--- config.mk ---
export PLATFORM = sky130hd
export DESIGN_NAME = mux_scan_seq
export DESIGN_NICKNAME = d
export VERILOG_FILES = /design/src/rtl/scan_seq_pkg.sv /design/src/rtl/scan_seq_timebase.sv /design/src/rtl/scan_seq_frame.sv /design/src/rtl/mux_scan_seq.sv
export SDC_FILE = /design/constraint.sdc
export NUM_CORES = 1
export LEC_CHECK = 0
export ABC_AREA = 1
export BUFFER_PORTS_ARGS = -buffer_cell sky130_fd_sc_hd__buf_2
export CAP_MARGIN = 30
export CORE_ASPECT_RATIO = 1.1
export CORE_MARGIN = 4
export CORE_UTILIZATION = 60
export CTS_BUF_LIST = sky130_fd_sc_hd__clkbuf_4 sky130_fd_sc_hd__clkbuf_8 sky130_fd_sc_hd__clkbuf_16
export DETAILED_ROUTE_END_ITERATION = 10
export MAX_ROUTING_LAYER = met4
export PLACE_DENSITY = 0.86
export SLEW_MARGIN = 30
export SYNTH_ARGS = -nofsm -noshare
export SYNTH_HDL_FRONTEND = slang
export SYNTH_SLANG_ARGS = --single-unit
--- constraint.sdc ---
create_clock -name clk -period 2.2 [get_ports clk]
set_input_delay 0.44 -clock clk [delete_from_list [all_inputs] [get_ports clk]]
set_output_delay 0.44 -clock clk [all_outputs]
set_load 0.02 [all_outputs]
--- src/rtl/scan_seq_pkg.sv ---
package scan_seq_pkg;
  // Strobes passed from the timebase datapath to the frame control.
  typedef struct packed {
    logic atZero;    // first clock of a slot (counter at zero, counting up)
    logic lastTick;  // last clock of a slot (counter at one, counting down)
    logic highPhase; // counting up and not yet at the peak
  } tbEvt_t;
endpackage

--- src/rtl/scan_seq_timebase.sv ---
module scan_seq_timebase
  import scan_seq_pkg::*;
#(
  parameter int CNT_W = 16
) (
  input  logic             clk,
  input  logic             rst,
  input  logic             run,
  input  logic [CNT_W-1:0] halfPeriod,
  output tbEvt_t           evt
);
  localparam logic [CNT_W-1:0] MIN_HALF = 2;

  logic [CNT_W-1:0] cnt;
  logic [CNT_W-1:0] periodReg;
  logic [CNT_W-1:0] effHalf;
  logic             countUp;

  assign effHalf = (halfPeriod < MIN_HALF) ? MIN_HALF : halfPeriod;

  always_comb begin
    evt.atZero    = run && countUp && (cnt == '0);
    evt.lastTick  = run && !countUp && (cnt == CNT_W'(1));
    evt.highPhase = countUp && (cnt != periodReg);
  end

  // The period register is loaded only at the counter zero (or while idle).
  always_ff @(posedge clk) begin
    if (rst) begin
      periodReg <= MIN_HALF;
    end else if (evt.atZero || !run) begin
      periodReg <= effHalf;
    end
  end

  always_ff @(posedge clk) begin
    if (rst || !run) begin
      cnt     <= '0;
      countUp <= 1'b1;
    end else if (countUp) begin
      if (cnt == periodReg) begin
        cnt     <= cnt - CNT_W'(1);
        countUp <= 1'b0;
      end else begin
        cnt <= cnt + CNT_W'(1);
      end
    end else begin
      if (cnt == CNT_W'(1)) begin
        cnt     <= '0;
        countUp <= 1'b1;
      end else begin
        cnt <= cnt - CNT_W'(1);
      end
    end
  end

  p_cnt_bound_r2 : assert property (@(posedge clk) disable iff (rst)
    cnt <= periodReg);

  p_period_hold_r6 : assert property (@(posedge clk) disable iff (rst)
    (run && !evt.atZero) |=> $stable(periodReg));

  p_min_half_r7 : assert property (@(posedge clk) disable iff (rst)
    periodReg >= MIN_HALF);
endmodule

--- src/rtl/scan_seq_frame.sv ---
module scan_seq_frame
  import scan_seq_pkg::*;
#(
  parameter int SLOT_W = 3
) (
  input  logic              clk,
  input  logic              rst,
  input  logic              enable,
  input  tbEvt_t            evt,
  output logic              run,
  output logic              stepOut,
  output logic              cnvOut,
  output logic              resetNOut,
  output logic              readyOut,
  output logic [SLOT_W-1:0] readyChan
);
  localparam logic [SLOT_W-1:0] LAST_SLOT = '1;

  logic              runQ;
  logic [SLOT_W-1:0] slot;
  logic              blankSlot;

  always_ff @(posedge clk) begin
    if (rst) begin
      runQ <= 1'b0;
      slot <= '0;
    end else begin
      runQ <= enable;
      if (!runQ) begin
        slot <= '0;
      end else if (evt.lastTick) begin
        slot <= slot + SLOT_W'(1);
      end
    end
  end

  assign blankSlot = (slot == LAST_SLOT);
  assign run       = runQ;
  assign resetNOut = runQ && !blankSlot;
  assign stepOut   = resetNOut && evt.highPhase;
  assign cnvOut    = resetNOut && !evt.highPhase;
  assign readyOut  = evt.atZero;
  assign readyChan = slot;

  p_excl_r3 : assert property (@(posedge clk) disable iff (rst)
    !(stepOut && cnvOut));

  p_blank_chan_r4 : assert property (@(posedge clk) disable iff (rst)
    (readyOut && readyChan == LAST_SLOT) |-> (!resetNOut && !stepOut));

  p_ready_single_r5 : assert property (@(posedge clk) disable iff (rst)
    readyOut |=> !readyOut);

  p_stop_r8 : assert property (@(posedge clk) disable iff (rst)
    !enable |=> (!resetNOut && !readyOut && !stepOut && !cnvOut));
endmodule

--- src/rtl/mux_scan_seq.sv ---
module mux_scan_seq
  import scan_seq_pkg::*;
#(
  parameter int CNT_W  = 16,
  parameter int SLOT_W = 3
) (
  input  logic              clk,
  input  logic              rst,
  input  logic              enable,
  input  logic [CNT_W-1:0]  halfPeriod,
  output logic              stepOut,
  output logic              cnvOut,
  output logic              resetNOut,
  output logic              readyOut,
  output logic [SLOT_W-1:0] readyChan
);
  tbEvt_t evt;
  logic   run;

  scan_seq_timebase #(.CNT_W(CNT_W)) timebase_i (
    .clk        (clk),
    .rst        (rst),
    .run        (run),
    .halfPeriod (halfPeriod),
    .evt        (evt)
  );

  scan_seq_frame #(.SLOT_W(SLOT_W)) frame_i (
    .clk       (clk),
    .rst       (rst),
    .enable    (enable),
    .evt       (evt),
    .run       (run),
    .stepOut   (stepOut),
    .cnvOut    (cnvOut),
    .resetNOut (resetNOut),
    .readyOut  (readyOut),
    .readyChan (readyChan)
  );
endmodule

==> summary.txt <==
Status
  – Run status: complete, no violations

Setup path
  – Setup slack, reg-to-reg: ~0.47 ns
  – R2r worst-path depth: 12
  – Req. time, crit path: ~1.8 ns
  – Worst-path fanout max: 6
  – Crit path kind: flip-flop to output port
  – R2r startpoint: timebase_i.cnt[12]
  – WP data arrival: approximately 1.7 ns
  – CP Launch Type: flip-flop
  – Critical path capture point type: output port
  – FF-to-FF End: timebase_i.cnt[13]

Clocking
  – CTS tree: done
  – H-Tree Depth: 2
  – CTS Sinks: 37
  – Clk_lat worst skew: around 0.28 ns
  – Clock transition at path regs: 0.08 ns
  – CTS buffer count: 5
  – Maximum buffer depth of the clock tree: 2
  – CTS Root Cell: clkbuf_8

Timing
  – Count of final hold-check violations: 0
  – Total negative slack: 0 ns
  – Slew HR: about 70%
  – Clk_skew: 0.00544 ns
  – Final min period: between 2 and 2.5 ns
  – Worst-margin pin slew: roughly 0.45 ns
  – Fin. max-slew vios: 0
  – F_max: 0.476 GHz
  – Setup Viol. Count Final: 0
  – Part of the cycle the worst path needs: 95.5%

Routing
  – Initial DRC Count: about 150
  – Via-per-instance ratio: between 5 and 6
  – Routed Antenna Nets: 0
  – Routed WL: between 6000 and 7000 um
  – Routed vias: 2563
  – Routed wire length per instance: between 10 and 15 um
  – Initial DRT Pass Iterations: 5
  – Post-route DRC: 0

Synthesis
  – Sequential area share after synthesis: about 29%
  – Mux contribution to synthesized area: 0%
  – Largest family of logic cells by synthesized area: simple AND/OR/NAND/NOR gates
  – Cell Area, Synth: 2570 um^2
  – Most frequent cell after synthesis: nand2_1
  – Synth Area in Adders: about 2.9%
  – Syn Nets: 446
  – Post-Synth XOR/XNOR Area: between 7 and 8%
  – Synth top area cells: dfxtp_1 29%, nand2_1 18%, nor2_1 12%
  – Post-synthesis compound-gate area fraction: 6.57%
  – Synth Register Bits: 37
  – Synth async-reset ratio: 0%
  – Top-area cell type share of the netlist area: roughly 29%
  – Post-Synthesis Cells: 421
  – Synth warn: 0
  – Post-synth EDFFs: 0
  – Commonest cells in the netlist: 122 x nand2_1, 79 x nor2_1, 53 x inv_1
  – Main synth FF type: dfxtp_1
  – Syn Area/Cell: ~6 um^2
  – Area leader, netlist: dfxtp_1
  – Distinct cell type count after synthesis: 26
  – Post-synthesis simple-gate area fraction: a little over 40%

Cells and area
  – Final nets: approximately 470
  – Final std cells w/o fill: 497
  – Area occupied by multi-input gates: 1510 um^2
  – Fillers: between 300 and 400
  – Final core utilization: between 70% and 80%
  – Share of cells above drive strength 1: 16.6%
  – Antenna Cells: 0
  – Register area: between 700 and 800 um^2
  – Area grow syn2layout: 10.7%

Worst hold path
  – Hold Crit Class: input port to flip-flop
  – Worst Hold Path EP: frame_i.run
  – Hold path cells: 2
  – Min-delay src: rst

Die
  – Cell Rows: 24
  – CORE AREA: 4050 um^2
  – I/O pins: 26
  – Die H: 76.7 um
  – Die W: approximately 70 um
  – Initial core utilization: 63.5%
  – Die footprint: 5400 um^2

Placed design
  – Number of buffers added on ports: 25
  – Placer congestion estimate: 0.890
  – HPWL after DPL: between 4000 and 5000 um
  – Cells after DPL: between 400 and 500

Global routing
  – Total Routing Usage GR: 24.9%
  – Maximum number of pins on one net before global-route repair: 21
  – Vias in the first global route: roughly 2400
  – Grt total ovfl: 0
  – First-pass GRT wire length: roughly 11000 um
  – Initial antenna violation count: 0

Pwr
  – P per Cell Area: approximately 530 nW/um^2
  – Overall power: between 0.0015 and 0.002 W
  – Max IR drop VDD: between 0.3 and 0.4 mV
  – Leak: 1.49 nW

Job
  – Max-Cap Viols: 0
flip-flops by register name (all words and copies together), names as in the netlist:
register / count
timebase_i.cnt: 16
timebase_i.periodReg: 16
frame_i.readyChan: 3
frame_i.run: 1
timebase_i.countUp: 1
cells by family after synthesis:
| kind of cell | count (synthesis) |
|---|---|
| and+or+nand+nor | 249 |
| DFF | 37 |
| xor gates and xnor gates | 23 |
| adders and majority gates | 6 |
| buffers and inverters | 73 |
| AOI/OAI and AO/OA | 33 |
area by class of cell:
| class | count | area share [%] |
|---|---|---|
| multi-input cells | 311 | 52.9 |
| flip-flops and latches | 37 | 26.9 |
| inverters | 58 | 7.65 |
| repair buffers | 31 | 6.07 |
| clock buffers | 6 | 2.90 |
| well taps | 52 | 2.29 |
| clock inverters | 2 | 1.32 |
layout by cell type, fill, tap and decap left out:
master	instances
nand2_1	122
nor2_1	79
inv_1	52
buf_2	24
xor2_1	23
dfxtp_1	23
nand3_1	21
a21oi_1	13
o21ai_0	13
dfxtp_2	11
nor3_1	7
buf_4	7
inv_2	6
ha_1	6
clkbuf_8	6
nor2_2	5
nand2_2	4
o21ai_1	4
nand4_1	3
dfxtp_4	3
nor2_4	2
nand2_4	2
nor4_1	2
a21oi_2	1
nand4_4	1
a31oi_1	1
nand3b_1	1
o211ai_1	1
clkinvlp_4	1
bufinv_16	1
what timing repair did:
item	4_1_cts	5_1_grt
hold buffers	0	0
setup buffers	0	0
gates resized for setup	2	20
setup endpoints to repair	2	3
critical path: stages (launching register included):
cell and delay [ns]:
dfxtp_1 0.34, buf_4 0.16, nand2_1 0.07, nand2_1 0.07
nor2_1 0.12, nand2_1 0.10, nor2_4 0.15, nand2_4 0.09
a21oi_2 0.12, buf_4 0.15
per-stage QoR:
stage	area, um^2	worst slack, ns	hold WS, ns
finish	2850	0.0995	0.339
global route	2850	-0.0140	0.332
CTS	2810	0.00332	0.331
detailed placement	2690	0.268	0.461
global placement	2690	0.313	0.459
floorplan	2570	0.213	0.443
worst max-delay path by stage:
stage	startpoint	end	slack (ns)	depth (start not counted)
finish	timebase_i.cnt[12]	cnvOut	0.1	9
floorplan	frame_i.readyChan[0]	cnvOut	0.21	5
detailed placement	timebase_i.cnt[0]	cnvOut	0.27	9
global route	timebase_i.cnt[6]	cnvOut	-0.01	9
CTS	timebase_i.cnt[10]	cnvOut	0.003	9
global placement	timebase_i.cnt[0]	cnvOut	0.31	9
power breakdown:
| part | internal (W) | switching [W] |
|---|---|---|
| clock | 0.000369 | 0.000250 |
| sequential | 0.000690 | 0.0000210 |
| combinational | 0.0000657 | 0.000108 |
| total | 0.00112 | 0.000379 |
per-layer routing:
| metal | routed length [um] | global-route usage [%] | vias to the layer above |
|---|---|---|---|
| met2 | 3000 | 39.8 | 63 |
| met3 | 279 | 3.79 | 8 |
| met4 | 59 | 6.51 | 0 |
| li1 | - | - | 1325 |
| met1 | 2880 | 32.7 | 1167 |
| met5 | 0 | - | - |
Note: power is estimated with default switching activity, not from simulation.
